File: src/rtl/sar_pkg.sv
package sar_pkg;

    typedef enum logic [1:0] {
        SQ_IDLE = 2'd0,
        SQ_CONV = 2'd1,
        SQ_DONE = 2'd2
    } seq_state_e;

    // Request events after synchronisation and edge detection
    typedef struct packed {
        logic from_access;
        logic from_start;
    } req_ev_t;

    localparam int unsigned NUM_REQ_SRC = 2;

endpackage

File: src/rtl/sar_strobe_sync.sv
module sar_strobe_sync #(
    parameter int SYNC = 2
) (
    input  logic clk,
    input  logic rst,
    input  logic strobe_n,
    output logic fall
);
    logic [SYNC-1:0] chain;
    logic            last;

    always_ff @(posedge clk) begin
        if (rst) begin
            chain <= '1;
            last  <= 1'b1;
        end else begin
            chain <= {chain[SYNC-1:0], strobe_n} [SYNC-1:0];
            last  <= chain[SYNC-1];
        end
    end

    assign fall = last & ~chain[SYNC-1];
endmodule

File: src/rtl/sar_engine.sv
module sar_engine
    import sar_pkg::*;
#(
    parameter int W = 8
) (
    input  logic         clk,
    input  logic         rst,
    input  logic         start_req,
    input  logic         cmp_hi,
    output logic [W-1:0] sar,
    output logic         busy,
    output logic         done
);
    localparam int PW = $clog2(W);
    localparam logic [PW-1:0] TOP_BIT = PW'(W - 1);
    localparam logic [W-1:0]  MSB_ONLY = {1'b1, {(W-1){1'b0}}};

    seq_state_e   st;
    logic [PW-1:0] ptr;
    logic [PW-1:0] ptr_dn;
    logic [W-1:0]  sar_nxt;

    assign ptr_dn = ptr - PW'(1);

    always_comb begin
        sar_nxt      = sar;
        sar_nxt[ptr] = cmp_hi;
        if (ptr != '0) sar_nxt[ptr_dn] = 1'b1;
    end

    always_ff @(posedge clk) begin
        if (rst) begin
            st  <= SQ_IDLE;
            ptr <= '0;
            sar <= '0;
        end else begin
            case (st)
                SQ_IDLE: if (start_req) begin
                    st  <= SQ_CONV;
                    ptr <= TOP_BIT;
                    sar <= MSB_ONLY;
                end
                SQ_CONV: begin
                    sar <= sar_nxt;
                    if (ptr == '0) st  <= SQ_DONE;
                    else           ptr <= ptr_dn;
                end
                default: st <= SQ_IDLE;
            endcase
        end
    end

    assign busy = (st != SQ_IDLE);
    assign done = (st == SQ_DONE);

    // an accepted request loads the MSB trial
    p_accept_loads_msb_r2: assert property (@(posedge clk) disable iff (rst)
        (st == SQ_IDLE && start_req) |=> (st == SQ_CONV && ptr == TOP_BIT && sar == MSB_ONLY));
    // one bit decided per clock, MSB first
    p_one_bit_per_clk_r3: assert property (@(posedge clk) disable iff (rst)
        (st == SQ_CONV && ptr != '0) |=> (st == SQ_CONV && ptr == $past(ptr) - PW'(1)));
    // a request mid-conversion does not restart the sequence
    p_mid_request_ignored_r4: assert property (@(posedge clk) disable iff (rst)
        (st == SQ_CONV && ptr != TOP_BIT && start_req) |=> (ptr != TOP_BIT || st != SQ_CONV));
endmodule

File: src/rtl/sar_result.sv
module sar_result #(
    parameter int W = 8
) (
    input  logic         clk,
    input  logic         rst,
    input  logic         done,
    input  logic         twos,
    input  logic         clear_req,
    input  logic [W-1:0] sar,
    output logic [W-1:0] result,
    output logic         int_n
);
    logic [W-1:0] fmt_mask;
    assign fmt_mask = {twos, {(W-1){1'b0}}};

    always_ff @(posedge clk) begin
        if (rst) begin
            result <= '0;
            int_n  <= 1'b1;
        end else if (done) begin
            result <= sar ^ fmt_mask;
            int_n  <= 1'b0;
        end else if (clear_req) begin
            int_n  <= 1'b1;
        end
    end

    // completion asserts the interrupt on the next edge
    p_int_on_done_r6: assert property (@(posedge clk) disable iff (rst)
        done |=> !int_n);
    // a clear without completion releases the interrupt
    p_clear_releases_r5: assert property (@(posedge clk) disable iff (rst)
        (clear_req && !done) |=> int_n);
    // result only moves on completion
    p_result_holds_r8: assert property (@(posedge clk) disable iff (rst)
        !done |=> $stable(result));
endmodule

File: src/rtl/sar_conv_seq.sv
module sar_conv_seq
    import sar_pkg::*;
#(
    parameter int W    = 8,
    parameter int SYNC = 2
) (
    input  logic         clk,
    input  logic         rst,
    input  logic         start_n,
    input  logic         cs_n,
    input  logic         rd_n,
    input  logic         irq_clr,
    input  logic         fmt_twos,
    input  logic         cmp_hi,
    output logic [W-1:0] trial_code,
    output logic [W-1:0] result,
    output logic         busy,
    output logic         int_n
);
    logic [NUM_REQ_SRC-1:0] src_n;
    logic [NUM_REQ_SRC-1:0] src_fall;
    req_ev_t                ev;
    logic [W-1:0]           sar;
    logic                   done;

    assign src_n = {cs_n | rd_n, start_n};

    for (genvar i = 0; i < NUM_REQ_SRC; i++) begin : g_req
        sar_strobe_sync #(.SYNC(SYNC)) u_sync (
            .clk      (clk),
            .rst      (rst),
            .strobe_n (src_n[i]),
            .fall     (src_fall[i])
        );
    end

    assign ev = req_ev_t'(src_fall);

    sar_engine #(.W(W)) u_engine (
        .clk       (clk),
        .rst       (rst),
        .start_req (ev.from_start | ev.from_access),
        .cmp_hi    (cmp_hi),
        .sar       (sar),
        .busy      (busy),
        .done      (done)
    );

    sar_result #(.W(W)) u_result (
        .clk       (clk),
        .rst       (rst),
        .done      (done),
        .twos      (fmt_twos),
        .clear_req (irq_clr | ev.from_access),
        .sar       (sar),
        .result    (result),
        .int_n     (int_n)
    );

    assign trial_code = sar ^ {fmt_twos, {(W-1){1'b0}}};

    // busy ends exactly when the interrupt is raised
    p_busy_ends_with_int_r6: assert property (@(posedge clk) disable iff (rst)
        ($fell(busy)) |-> !int_n);
endmodule

File: config.mk
export PLATFORM = sky130hd
export DESIGN_NAME = sar_conv_seq
export DESIGN_NICKNAME = d
export VERILOG_FILES = /design/src/rtl/sar_pkg.sv /design/src/rtl/sar_strobe_sync.sv /design/src/rtl/sar_engine.sv /design/src/rtl/sar_result.sv /design/src/rtl/sar_conv_seq.sv
export SDC_FILE = /design/constraint.sdc
export NUM_CORES = 1
export LEC_CHECK = 0
export BUFFER_PORTS_ARGS = -buffer_cell sky130_fd_sc_hd__buf_4
export CAP_MARGIN = 20
export CORE_MARGIN = 2
export CORE_UTILIZATION = 60
export CTS_BUF_LIST = sky130_fd_sc_hd__clkbuf_8
export DETAILED_ROUTE_END_ITERATION = 16
export GPL_TIMING_DRIVEN = 0
export PLACE_DENSITY = 0.94
export SKIP_LAST_GASP = 1
export SLEW_MARGIN = 15
export SYNTH_ARGS = -nofsm -noshare
export SYNTH_HDL_FRONTEND = slang
export SYNTH_HIERARCHICAL = 1
export SYNTH_SLANG_ARGS = --single-unit
File: constraint.sdc
create_clock -name clk -period 3.4 [get_ports clk]
set_input_delay 0.34 -clock clk [delete_from_list [all_inputs] [get_ports clk]]
set_output_delay 0.34 -clock clk [all_outputs]
set_load 0.02 [all_outputs]
-- Word-level counts from Yosys, hierarchy flattened
Index checks and enable logic that the tools add are counted.
- bits in registers: 28
- input port bits: 8
- output and inout bits: 18
- equality and inequality tests: 5
- $add $sub $neg: 1
- magnitude comparators: 4
- muxes and demuxes: 16
- reduce and logical (&&, ||, !) cells: 11
- bitwise logic cells: 9
- operator list (cell ; count):
    $mux 8 ; 2
    $pmux 8 s2 ; 1
    $bwmux 8 ; 1
    $lt 3x4->1 const B ; 2
    $or 8x8->8 ; 1
    $xor 8x8->8 ; 1
    $demux 1 s3 ; 2
    $ge 3x1->1 const B ; 2
    $mux 3 ; 2
    $pmux 3 s2 ; 1
    $reduce_bool 2->1 ; 3
    $mux 1 ; 4
    $mux 2 ; 2
    $ne 2x1->1 const B ; 2
    $pmux 2 s2 ; 1
    $reduce_and 2->1 ; 2
    $logic_not 3->1 ; 1
    $or 1x1->1 ; 3
    $reduce_and 3->1 ; 1
    $reduce_bool 3->1 ; 1
    $sub 3x1->3 const B ; 1
    $and 1x1->1 ; 2
    $eq 2x1->1 const B ; 1
    $eq 2x2->1 const B ; 1
    other kinds (4) ; 6

-- Depth between registers and ports, before layout
Gate-level depths: netlist of the first run.
- depth in word-level cells: 8
- gate-level depth with buffers: 6

-- Hierarchy
The synthesis of the first run kept the hierarchy.
- modules (own cells, without submodules) (module ; cells each ; sequential area each (µm²) ; instances ; area each (µm²)):
    sar_engine ; 90 ; 260.2 ; 1 ; 839.6
    sar_result ; 30 ; 180.2 ; 1 ; 331.6
    sar_strobe_sync ; 7 ; 60.1 ; 2 ; 85.1
    sar_conv_seq ; 4 ; 0.0 ; 1 ; 27.5

-- Worst setup path after synthesis of the first run
Ideal clock, no wire load.
- kind: flip-flop to flip-flop
- from: register u_engine.ptr[0]
- to: register u_engine.sar[0]
- cell stages (with the launch flop): 7
- library setup time: 0.079 ns
- path buffers: 1
- period minus slack after synthesis: 1.524 ns
- data required time: 3.321 ns
- arrival time: 1.445 ns
- path slack: 1.876 ns
- cell sequence: dfxtp_1 -> buf_4 -> inv_1 -> ha_1 -> nor3_1 -> o2111ai_1 -> o211ai_1
- longest elaborated chain between the ends: 8
- elaborated cells between the ends (all ways): 16
- those cells by class: add/sub (1); order compare (4); mux (7); bitwise (1); reduce/logical (3)
- RTL lines (item ; line ; source):
    start: declaration ; sar_engine.sv:19 ; logic [PW-1:0] ptr;
    start signal: assignment ; sar_engine.sv:46 ; else ptr <= ptr_dn;
    $sub 3x1->3 (tied with other cells) ; sar_engine.sv:23 ; assign ptr_dn = ptr - PW'(1);
    $lt 3x4->1 (implied by the code) (tied with other cells) ; sar_engine.sv:28 ; if (ptr != '0) sar_nxt[ptr_dn] = 1'b1;
    $logic_and 1x1->1 (implied by the code) / $mux 1 (equally long branches) ; sar_engine.sv:28, sar_engine.sv:27 ;
    $mux 1 (implied by the code) / $demux 1 s3 (equally long branches) ; n/a ;
    $demux 1 s3 / $bwmux 8 (equally long branches) ; n/a ;
    $or 8x8->8 (no source line) ; n/a ;
    $mux 8 * ; sar_engine.sv:28 ;
    $pmux 8 s2 * ; sar_engine.sv:37 ; case (st)
    end signal: assignment ; sar_engine.sv:44 ; sar <= sar_nxt;
    end: declaration ; sar_engine.sv:10 ; output logic [W-1:0] sar,
Mark *: on every way between the ends. The rest lies on a longest branch, timed or not.
A chain may end at the register's enable or synchronous reset.

-- Worst setup path in the final report of the first run
Same ends and word-level chain as after synthesis.

==> impl_results.md, run 1 <==
* Status: completed
* Final Skew at roughly 5.4 ps
* R2r endpoint: u_engine/sar[0]
* Wire per inst at approximately 17 µm
* DRT iter0 DRCs at between 40 and 50
* Buf/Inv on CP at 2
* Worst path slowest cell: dfxtp_1
* TritonCTS Sinks at 28
* Share of cells above drive strength 1 at about 28%
* Design area at roughly 1600 µm²
* Synth Flop Type: dfxtp_1
* Top post-synthesis cells by count: dfxtp_1 (28), mux2i_1 (15), nor2_1 (10), o211ai_1 (10)
* CTS H-tree depth at 1
* Dpl hpwl at roughly 2.4 mm
* RSZ-0062 raised after global routing: no
* CTS tree: built
* GPL Wtd Cong at just under 0.9
* Hold depth at 2
* Startpoint types: flip-flop
* CTS resizes at 0
* Fin crit share at a little under three fifths
* R2R Setup Slk at approximately 1500 ps
* Setup violations, final at 0
* First-pass GRT wire length at 5.264 mm
* Total track usage at between 20% and 30%
* Final min period at 1924 ps
* Die H at a little over 50 µm
* Crit end category: flip-flop
* Kind of critical path: flip-flop to flip-flop
* Total gr overflow at 0
* Crit Reg-Reg Startpoint: u_engine/ptr[0]
* Final nets at 177
* Netlist cell types at between 40 and 50
* CP Data Arrival Time at 2120 ps
* Actual slew at the worst max-slew pin at just under 600 ps
* Ports at 26
* FF-to-FF path depth at 6
* Number of buffers added on ports at 24
* Seq/Total Area, Yosys at 40.95%
* Final hold vios at 0
* CTS clk-pin slew, worst paths at about 90 ps
* PnR worst setup slack at ~1500 ps
* Crit path largest cell delay at 450 ps
* Largest net degree at the start of global routing at 16
* Crit-path leading delay family: flip-flops
* DR vias at ~1200
* Count leader, synth: dfxtp_1
* Syn_nets at around 150
* Hold Crit Class: primary input to flip-flop
* CTS root buffer: clkbuf_8
* Synth area leader: dfxtp_1
* Ys async rst share at 0%
* Synth Cell Area at 1369 µm²
* Synth Register Bits at 28
* Top-area cell type share of the netlist area at about two fifths
* Crit path required time at 3600 ps
* Area growth syn-to-layout at 19.74%
* Initial antenna violation count at 0
* CP Cell Sequence: buf_4 -> inv_1 -> ha_1 -> nor3_1 -> o2111ai_1 -> o211ai_1
* Overall routed net length at between 3 and 4 mm
* ANT nets after route at 0
* Critical Path Start: u_engine/ptr[0]
* Most area-consuming cells after synthesis: dfxtp_1 (41%), mux2i_1 (11%), o211ai_1 (5.5%)
* Hold_sp: start_n
* Ys Warns at 6
* Max-cap viol count at 0
* EDFF count, synth at 0
* Core ar. at 2191 µm²
* Filler cell count at roughly 140
* Maximum clock frequency at approximately 520 MHz
* Worst Hold Endpoint: g_req[0].u_sync/chain[0]
* Final std cells w/o fill at 194
* Clk Latency, worst-skew pair at between 200 and 300 ps
* Critical path fanouts, max at 10
* PwrDens at approximately 450 nW/µm²
* Placed instance area at 1584 µm²
* Setup bufs post-CTS at 0
* Clk buf depth at 2
* Vias per inst at roughly 6.2
* DIE AREA at about 2700 µm²
* Cts bufs inserted at 3
* Synthesized area per cell at roughly 10 µm²
* Hold-fix buffer count after cts at 0
* Initial Util at a little over three fifths
* Slew Limit Fails at 0
* Slew HR at roughly three fifths
* 1st-pass router iterations at 4
* # rows at 17
* Post-layout total power at roughly 0.73 mW
* DRC viols at 0
* Worst vdd ir at approximately 0.00027 V
* Lkg Pwr at 0.6474 nW
* Dpl ws at about 1600 ps
* Die X at approximately 52 µm
* N_diodes at 0
* Final TNS setup at 0 ps
* Via count of the first global-routing pass at 1105
* Gate Count Post-Synth at about 140
* Placed Cells at 190
[registers in the layout, summed over array words and instances (netlist names)]
| register | flops |
|---|---|
| g_req.u_sync/chain | 4 |
| g_req.u_sync/last | 2 |
| u_engine/ptr | 3 |
| u_engine/sar | 8 |
| u_engine/st | 2 |
| u_result/int_n | 1 |
| u_result/result | 8 |
[layout make-up]
| cell class | instances | area [µm²] | area share, % |
|---|---|---|---|
| well taps | 28 | 35.03 | 2.137 |
| multi-input cells | 99 | 730.7 | 44.58 |
| flip-flops and latches | 28 | 560.5 | 34.20 |
| inverters | 4 | 15.01 | 0.9160 |
| clock buffers | 4 | 55.05 | 3.359 |
| repair buffers | 24 | 180.2 | 10.99 |
| plain buffers | 7 | 62.56 | 3.817 |
[how the worst max path moves through the flow]
stage | cells past startpoint | slack (ps) | end
after floorplan | 6 | 1880 | u_engine/sar[0]
after global placement | 6 | 1700 | u_engine/sar[0]
after detailed placement | 6 | 1600 | u_engine/sar[0]
after CTS | 6 | 1580 | u_engine/sar[0]
after global routing | 6 | 1370 | u_engine/sar[0]
final | 6 | 1480 | u_engine/sar[0]
[stage by stage]
step	hold WS, ps	utilization (%)
2_1_floorplan	385.4	-
3_3_place_gp	388.9	72.30
3_5_place_dp	396.4	72.30
4_1_cts	242.0	74.81
5_1_grt	230.6	74.81
6_report	246.5	74.81
[cells by family after synthesis]
| logic type | share of synthesized area [%] |
|---|---|
| AOI/OAI and AO/OA | 15.45 |
| xor gates and xnor gates | 1.280 |
| adders and majority gates | 1.828 |
| buffers and inverters | 5.666 |
| DFF | 40.95 |
| muxes | 10.97 |
| and+or+nand+nor | 23.86 |
[power breakdown]
part / switching [mW] / total, mW / internal (mW)
clock: 0.0990 / 0.203 / 0.103
sequential: 0.0170 / 0.359 / 0.342
combinational: 0.0987 / 0.171 / 0.0725
[layout by cell type, fill, tap and decap left out, types with 2 or more instances in the layout]
master	netlist	layout
or2_1	9	9
o2111ai_1	4	4
buf_4	1	25
a211oi_1	2	2
nand3b_1	4	4
nor2_1	10	10
nand3_1	9	9
nor3b_1	3	3
o211ai_1	10	10
a21oi_1	4	4
o21bai_1	2	2
inv_1	3	3
mux2i_1	15	15
nor2b_1	4	4
ha_1	2	2
buf_6	4	4
dfxtp_1	28	28
clkbuf_8	0	4
[routing by layer]
metal | share of wire [%] | global-route usage [%]
met5 | 0 | 0
met4 | 2.0 | 11.84
met3 | 4.8 | 3.161
met2 | 53 | 49.36
met1 | 40 | 30.55
No activity file was read; power rests on OpenSTA's default activity.
==> run 2, diff against run 1 <==
--- a/config.mk
+++ b/config.mk
@@ -5,14 +5,15 @@
 export SDC_FILE = /design/constraint.sdc
 export NUM_CORES = 1
 export LEC_CHECK = 0
+export ABC_AREA = 1
 export BUFFER_PORTS_ARGS = -buffer_cell sky130_fd_sc_hd__buf_4
 export CAP_MARGIN = 20
 export CORE_MARGIN = 2
-export CORE_UTILIZATION = 60
+export CORE_UTILIZATION = 57
 export CTS_BUF_LIST = sky130_fd_sc_hd__clkbuf_8
 export DETAILED_ROUTE_END_ITERATION = 16
 export GPL_TIMING_DRIVEN = 0
-export PLACE_DENSITY = 0.94
+export PLACE_DENSITY = 0.9
 export SKIP_LAST_GASP = 1
 export SLEW_MARGIN = 15
 export SYNTH_ARGS = -nofsm -noshare
==> constraint.sdc (replaced) <==
create_clock -name clk -period 1.9 [get_ports clk]
set_input_delay 0.19 -clock clk [delete_from_list [all_inputs] [get_ports clk]]
set_output_delay 0.19 -clock clk [all_outputs]
set_load 0.02 [all_outputs]
==> run 2 against run 1 <==
Global-route usage is 5.1 points lower. Flip-flop and latch count unchanged. Power up 73%. Final cell count up 42%. Worst hold slack lost 150 ps. Clock power increased by 52%. First-iteration DRC count shrank 10%. Critical path type unchanged. Highest routed layer unchanged.
==> impl_results.md, run 2 <==
* Top-area cell type share of the netlist area at 37.87% (was 40.95%)
* Vias per inst at 4.909 (was 6.191)
* Synth Flop Type: dfxtp_1 (unchanged)
* Max-cap viol count at 0 (unchanged)
* CTS root buffer: clkbuf_8 (unchanged)
* Top post-synthesis cells by count: nand2_1 (64), dfxtp_1 (28), inv_1 (27) (was dfxtp_1 (28), mux2i_1 (15), nor2_1 (10), o211ai_1 (10))
* M1 GR Usage at 28.91% (was 30.55%)
* Slew HR at 84.82% (was 60.69%)
* GPL Wtd Cong at 0.8425 (was 0.8709)
* 1st-pass router iterations at 4 (unchanged)
* Clk Latency, worst-skew pair at 270 ps (about the same)
* Synth Area in Compound Gates at 7.692% (was 15.45%)
* Clk pwr share at 24.4% (was 27.6%)
* CTS H-tree depth at 1 (unchanged)
* Seq/Total Area, Yosys at 37.87% (was 40.95%)
* Setup violations, final at 0 (unchanged)
* Sw Ratio at 30.89% (was 29.32%)
* RSZ-0062 raised after global routing: no (unchanged)
* Gate Count Post-Synth at 218 (was 138)
* Slew Limit Fails at 0 (unchanged)
* Netlist cell types at 23 (was 41)
* PwrDens at 724.4 nW/µm² (was 446.9 nW/µm²)
* Met2 Track Usage GR at 35.71% (was 49.36%)
* Final Skew at 3.797 ps (was 5.424 ps)
* Critical path fanouts, max at 9 (was 10)
* Crit path required time at 2070 ps (was 3600 ps)
* Hold Crit Class: primary input to flip-flop (unchanged)
* Largest net degree at the start of global routing at 15 (was 16)
* Worst path slowest cell: dfxtp_1 (unchanged)
* DRT iter0 DRCs at 43 (was 48)
* Placed Cells at 273 (was 190)
* N_diodes at 0 (unchanged)
* CTS resizes at 0 (unchanged)
* Cts bufs inserted at 3 (unchanged)
* Most area-consuming cells after synthesis: dfxtp_1 (38%), nand2_1 (16%), nand3_1 (7.8%) (was dfxtp_1 (41%), mux2i_1 (11%), o211ai_1 (5.5%))
* Via count of the first global-routing pass at 1108 (was 1105)
* ANT nets after route at 0 (unchanged)
* DIE AREA at 3021 µm² (was 2680 µm²)
* First-pass GRT wire length at 4.685 mm (was 5.264 mm)
* Count leader, synth: nand2_1 (was dfxtp_1)
* GR peak layer: met2 (unchanged)
* Internal Pwr Total at 0.8744 mW (was 0.5177 mW)
* Share of cells above drive strength 1 at 24.39% (was 27.71%)
* Dpl hpwl at 2.146 mm (was 2.383 mm)
* # rows at 18 (was 17)
* Initial Util at 59.75% (was 62.48%)
* Commonest non-fill, non-tap cell in the layout: nand2_1 (was dfxtp_1)
* Ys Warns at 6 (unchanged)
* Fin crit share at 76.01% (was 56.59%)
* Area growth syn-to-layout at 18.01% (was 19.74%)
* Synth area leader: dfxtp_1 (unchanged)
* Crit path largest cell delay at 320 ps (was 450 ps)
* TritonCTS Sinks at 28 (unchanged)
* CP Data Arrival Time at 1620 ps (was 2120 ps)
* Top cell by count, worst path: nand2_1
* Power share of the sequential group at 49.7% (was 49.0%)
* CP Cell Sequence: buf_6 -> inv_2 -> ha_1 -> inv_1 -> nand2_2 -> nand2_4 -> nand3_1 -> nand2_1 -> nand2_1 -> nand2_1 (was buf_4 -> inv_1 -> ha_1 -> nor3_1 -> o2111ai_1 -> o211ai_1)
* Area share of and/or/nand/nor cells after synthesis at 39.90% (was 23.86%)
* Final min period at 1444 ps (was 1924 ps)
* Synth Cell Area at 1480 µm² (was 1369 µm²)
* Ys async rst share at 0% (unchanged)
* Crit end category: flip-flop (unchanged)
* Synth Area in Adders at 1.691% (was 1.828%)
* DR vias at 1355 (was 1201)
* CTS tree: built (unchanged)
* Overall routed net length at 2.862 mm (was 3.321 mm)
* Final std cells w/o fill at 276 (was 194)
* Main combinational cell family by area after synthesis: simple AND/OR/NAND/NOR gates (unchanged)
* CTS clk-pin slew, worst paths at 90 ps (about the same)
* Setup bufs post-CTS at 0 (unchanged)
* Worst hold margin at 91.91 ps (was 246.5 ps)
* Startpoint types: flip-flop (unchanged)
* Wire per inst at 10.37 µm (was 17.12 µm)
* Psw at 0.3909 mW (was 0.2148 mW)
* Worst vdd ir at 0.0006314 V (was 0.0002745 V)
* Ports at 26 (unchanged)
* Die X at 54.96 µm (was 51.77 µm)
* Lkg Pwr at 0.9685 nW (was 0.6474 nW)
* Core ar. at 2477 µm² (was 2191 µm²)
* Total gr overflow at 0 (unchanged)
* EDFF count, synth at 0 (unchanged)
* Syn_nets at 228 (was 148)
* DRC viols at 0 (unchanged)
* Number of buffers added on ports at 25 (was 24)
* Synth Area in XOR/XNOR at 0% (was 1.280%)
* Multiplexer share of the synthesized area at 0% (was 10.97%)
* Kind of critical path: flip-flop to flip-flop (unchanged)
* Maximum clock frequency at 692.5 MHz (was 519.8 MHz)
* Die H at 54.96 µm (was 51.77 µm)
* Initial antenna violation count at 0 (unchanged)
* Final TNS setup at 0 ps (unchanged)
* Status: completed (unchanged)
* Final nets at 258 (was 177)
* Synth Register Bits at 28 (unchanged)
* Met3 Usage GRT at 2.419% (was 3.161%)
* Total track usage at 21.64% (was 26.71%)
* Final hold vios at 0 (unchanged)
* Most frequent cells in the layout: nand2_1 (64), dfxtp_1 (28), inv_1 (27) (was dfxtp_1 (28), buf_4 (25), mux2i_1 (15))
* Actual slew at the worst max-slew pin at 227.4 ps (was 588.5 ps)
* Synthesized area per cell at 6.790 µm² (was 9.919 µm²)
* Clk buf depth at 2 (unchanged)
* Gate power share at 25.9% (was 23.4%)
* Hold-fix buffer count after cts at 0 (unchanged)
* Top Registers: u_engine/sar x8, u_result/result x8, g_req.u_sync/chain x4 (unchanged)
==> run 2: changes by cell type after synthesis, moves of 8 or more <==
cell / before / now
o21ai_0: 1 / 11
inv_1: 3 / 27
nor2_1: 10 / 25
mux2i_1: 15 / 0
nand2_1: 1 / 64
nand3_1: 9 / 23
o211ai_1: 10 / 0
nand2_2: 0 / 8
==> run 2: metrics by stage <==
| stage | worst slack [ps] | utilization, % | cell area, µm² | power [mW] |
|---|---|---|---|---|
| global route | 368.5 | 70.51 | 1747 | 1.340 |
| finish | 455.9 | 70.51 | 1747 | 1.265 |
| CTS | 479.9 | 70.51 | 1747 | 1.274 |
| detailed placement | 493.8 | 68.84 | 1705 | 0.9686 |
| floorplan | 614.0 | - | 1480 | 0.8874 |
| global placement | 516.0 | 68.84 | 1705 | 0.9597 |
==> run 2: cells by family (layout without fill, tap and decap cells) <==
| logic type | count (synthesis) | count (layout) |
|---|---|---|
| AO/OA/AOI/OAI | 17 | 17 |
| adder cells (fa/ha/maj) | 2 | 2 |
| buffers and inverters | 41 | 69 |
| flip-flops | 28 | 28 |
| AND/OR/NAND/NOR | 130 | 130 |
==> run 2: critical path: cells and delay by family, from the launching register on <==
| family | cells | cell delay, ps |
|---|---|---|
| and+or+nand+nor | 6 | 410 |
| adders and majority gates | 1 | 260 |
| buffers and inverters | 3 | 360 |
| DFF | 1 | 320 |
==> run 2: area by class of cell <==
class                   instances  area, µm²
multi-input cells             149      729.5
well taps                      30      37.54
plain buffers                   5      52.55
repair buffers                 25      187.7
fillers                       207      730.7
inverters                      36      137.6
clock buffers                   3      41.29
flip-flops and latches         28      560.5
==> run 2: power by group through the flow <==
stage	logic (mW)	clock network [mW]	registers, mW
floorplan	0.236	0	0.651
global placement	0.318	0	0.642
detailed placement	0.326	0	0.642
CTS	0.327	0.318	0.629
global route	0.364	0.342	0.633
finish	0.328	0.309	0.629
==> run 2: metal layers <==
metal,up-vias,part of all wire [%]
met3,7,4.6
met4,0,2.0
met5,-,0
met1,593,48
li1,719,-
met2,36,46
==> run 2: final timing paths <==
kind / from / to / slack, ps / depth (start not counted)
setup / recovery: u_engine/ptr[1] / u_engine/sar[3] / 460 / 10
hold / removal: start_n / g_req[0].u_sync/chain[0] / 90 / 3
setup reg to reg: u_engine/ptr[1] / u_engine/sar[3] / 460 / 10
hold reg to reg: g_req[0].u_sync/chain[0] / g_req[0].u_sync/chain[1] / 410 / 2
==> run 3, diff against run 2 <==
==> constraint.sdc (replaced) <==
create_clock -name clk -period 1.35 [get_ports clk]
set_input_delay 0.135 -clock clk [delete_from_list [all_inputs] [get_ports clk]]
set_output_delay 0.135 -clock clk [all_outputs]
set_load 0.02 [all_outputs]
==> run 3 against run 2 <==
Highest routed layer unchanged. Clock skew hardly changed. Cell area grew 3.6%. Non-clock buffer count increased by 4. Worst setup slack lost 420 ps. Sequential power up 41%. Final cell count up 1.4%. Routed wire length is 7.0% higher. Register-to-register slack got worse by 420 ps. Clock power increased by 42%. Power is 46% higher. First-iteration DRC count rose by 26%. Count of clock-buffer cells in the layout did not move.
==> impl_results.md, run 3 (synthesis gave the netlist of run 2 again) <==
* Via count of the first global-routing pass at 1108 (unchanged)
* # rows at 18 (unchanged)
* Hold depth at 3 (unchanged)
* Final min period at 1313 ps (was 1444 ps)
* Status: completed (unchanged)
* Cts bufs inserted at 3 (unchanged)
* Overall routed net length at 3.063 mm (was 2.862 mm)
* CTS H-tree depth at 1 (unchanged)
* Clk pwr share at 23.8% (was 24.4%)
* Crit end category: flip-flop (unchanged)
* DRT iter0 DRCs at 54 (was 43)
* Top Registers: u_engine/sar x8, u_result/result x8, g_req.u_sync/chain x4 (unchanged)
* Die H at 54.96 µm (unchanged)
* Hold Crit Class: primary input to flip-flop (unchanged)
* CP Cell Sequence: inv_2 -> buf_8 -> ha_4 -> inv_2 -> nand2_2 -> nand2_4 -> nand3_1 -> nand2_1 -> nand2_1 -> nand2_1 (was buf_6 -> inv_2 -> ha_1 -> inv_1 -> nand2_2 -> nand2_4 -> nand3_1 -> nand2_1 -> nand2_1 -> nand2_1)
* Clk buf depth at 2 (unchanged)
* Wire per inst at 10.94 µm (was 10.37 µm)
* Final Skew at 3.545 ps (was 3.797 ps)
* Fin crit share at 97.24% (was 76.01%)
* Slew Limit Fails at 0 (unchanged)
* CP Data Arrival Time at 1490 ps (was 1620 ps)
* Ports at 26 (unchanged)
* Kind of critical path: flip-flop to flip-flop (unchanged)
* PnR worst setup slack at 37.23 ps (was 455.9 ps)
* Startpoint types: flip-flop (unchanged)
* Worst hold margin at 37.37 ps (was 91.91 ps)
* Die X at 54.96 µm (unchanged)
* Share of cells above drive strength 1 at 27.60% (was 24.39%)
* Critical Path Start: u_engine/ptr[0] (was u_engine/ptr[1])
* Clk Latency, worst-skew pair at 270 ps (about the same)
* DRC viols at 0 (unchanged)
* R2R Setup Slk at 40 ps (was 460 ps)
* N_diodes at 0 (unchanged)
* Placed instance area at 1705 µm² (unchanged)
* Total track usage at 21.64% (unchanged)
* Final std cells w/o fill at 280 (was 276)
* Power share of the sequential group at 48.0% (was 49.7%)
* Dpl ws at -56.16 ps (was 493.8 ps)
* Filler cell count at 189 (was 207)
* Largest net degree at the start of global routing at 15 (unchanged)
* CP endpoint: u_engine/sar[3] (unchanged)
* Number of buffers added on ports at 25 (unchanged)
* DIE AREA at 3021 µm² (unchanged)
* CTS clk-pin slew, worst paths at 90 ps (about the same)
* Actual slew at the worst max-slew pin at 226.6 ps (was 227.4 ps)
* Critical path fanouts, max at 7 (was 9)
* Hold-fix buffer count after cts at 0 (unchanged)
* GPL Wtd Cong at 0.8425 (unchanged)
* Crit Reg-Reg Startpoint: u_engine/ptr[0] (was u_engine/ptr[1])
* Placed Cells at 273 (unchanged)
* Core ar. at 2477 µm² (unchanged)
* Setup violations, final at 0 (unchanged)
* Most frequent cells in the layout: nand2_1 (64), buf_4 (30), dfxtp_1 (27) (was nand2_1 (64), dfxtp_1 (28), inv_1 (27))
* Worst path slowest cell: dfxtp_2 (was dfxtp_1)
* Gate power share at 28.2% (was 25.9%)
* Design area at 1809 µm² (was 1747 µm²)
* Slew HR at 84.87% (was 84.82%)
* Area growth syn-to-layout at 22.23% (was 18.01%)
* CTS tree: built (unchanged)
* Final nets at 262 (was 258)
* R2r endpoint: u_engine/sar[3] (unchanged)
* Max-cap viol count at 0 (unchanged)
* Lkg Pwr at 0.9897 nW (was 0.9685 nW)
* Vias per inst at 4.943 (was 4.909)
* DR vias at 1384 (was 1355)
* TritonCTS Sinks at 28 (unchanged)
* RSZ-0062 raised after global routing: yes (was no)
* Sw Ratio at 31.30% (was 30.89%)
* 1st-pass router iterations at 4 (unchanged)
* Total gr overflow at 0 (unchanged)
* Internal Pwr Total at 1.267 mW (was 0.8744 mW)
* Commonest non-fill, non-tap cell in the layout: nand2_1 (unchanged)
* Worst vdd ir at 0.0009469 V (was 0.0006314 V)
* Maximum clock frequency at 761.7 MHz (was 692.5 MHz)
* Final hold vios at 0 (unchanged)
* Dpl hpwl at 2.146 mm (unchanged)
* CTS root buffer: clkbuf_8 (unchanged)
* Initial antenna violation count at 0 (unchanged)
* Psw at 0.5776 mW (was 0.3909 mW)
* First-pass GRT wire length at 4.685 mm (unchanged)
* Crit path largest cell delay at 330 ps (was 320 ps)
* FF-to-FF path depth at 10 (unchanged)
* Top cell by count, worst path: nand2_1 (unchanged)
* Initial Util at 59.75% (unchanged)
* PwrDens at 1020 nW/µm² (was 724.4 nW/µm²)
* Crit path required time at 1520 ps (was 2070 ps)
* ANT nets after route at 0 (unchanged)
* Final TNS setup at 0 ps (unchanged)
-- run 3: area by class of cell --
type / count / area, µm² / share of cell area, %
Multi-Input combinational cell: 149 / 754.5 / 41.70
Sequential cell: 28 / 561.8 / 31.05
Timing Repair Buffer: 29 / 217.7 / 12.03
Inverter: 36 / 140.1 / 7.745
Buffer: 5 / 56.30 / 3.112
Clock buffer: 3 / 41.29 / 2.282
Tap cell: 30 / 37.54 / 2.075
-- run 3: power by group through the flow --
stage | Sequential [mW] | Combinational [mW] | Clock (mW)
after detailed placement | 0.904 | 0.459 | 0
after CTS | 0.885 | 0.468 | 0.447
after floorplan | 0.917 | 0.332 | 0
after global routing | 0.891 | 0.571 | 0.486
after global placement | 0.903 | 0.447 | 0
final | 0.886 | 0.520 | 0.439
-- run 3: how the worst min path moves through the flow --
| stage | start | to | slack (ps) |
|---|---|---|---|
| finish | start_n | g_req[0].u_sync/chain[0] | 40 |
| global route | start_n | g_req[0].u_sync/chain[0] | 40 |
| CTS | start_n | g_req[0].u_sync/chain[0] | 40 |
| detailed placement | start_n | g_req[0].u_sync/chain[0] | 320 |
| global placement | start_n | g_req[0].u_sync/chain[0] | 310 |
| floorplan | rst | u_engine/st[0] | 210 |
-- run 3: critical path, delay by kind of cell, from the launching register on --
family	cells	cell delay, ps
and+or+nand+nor	6	430
DFF	1	330
buffers and inverters	3	280
adders and majority gates	1	170
-- run 3: timing repair --
action | in CTS | in global routing
pin swaps | 0 | 0
setup buffers | 0 | 4
gates resized for setup | 4 | 5
endpoints found under the setup margin | 9 | 10
hold endpoints to repair | 0 | 0
-- run 3: metal layers --
| metal | vias to the layer above | GRT usage (%) | wire, µm |
|---|---|---|---|
| met1 | 608 | 28.91 | 1423 |
| met4 | 0 | 8.537 | 70 |
| met2 | 41 | 35.71 | 1430 |
| met3 | 9 | 2.419 | 138 |
| li1 | 726 | - | - |
| met5 | - | 0 | 0 |
-- run 3: metrics by stage --
step	util (%)	power [mW]
6_report	73.03	1.845
3_5_place_dp	68.84	1.363
5_1_grt	73.03	1.949
3_3_place_gp	68.84	1.351
2_1_floorplan	-	1.249
4_1_cts	70.71	1.800
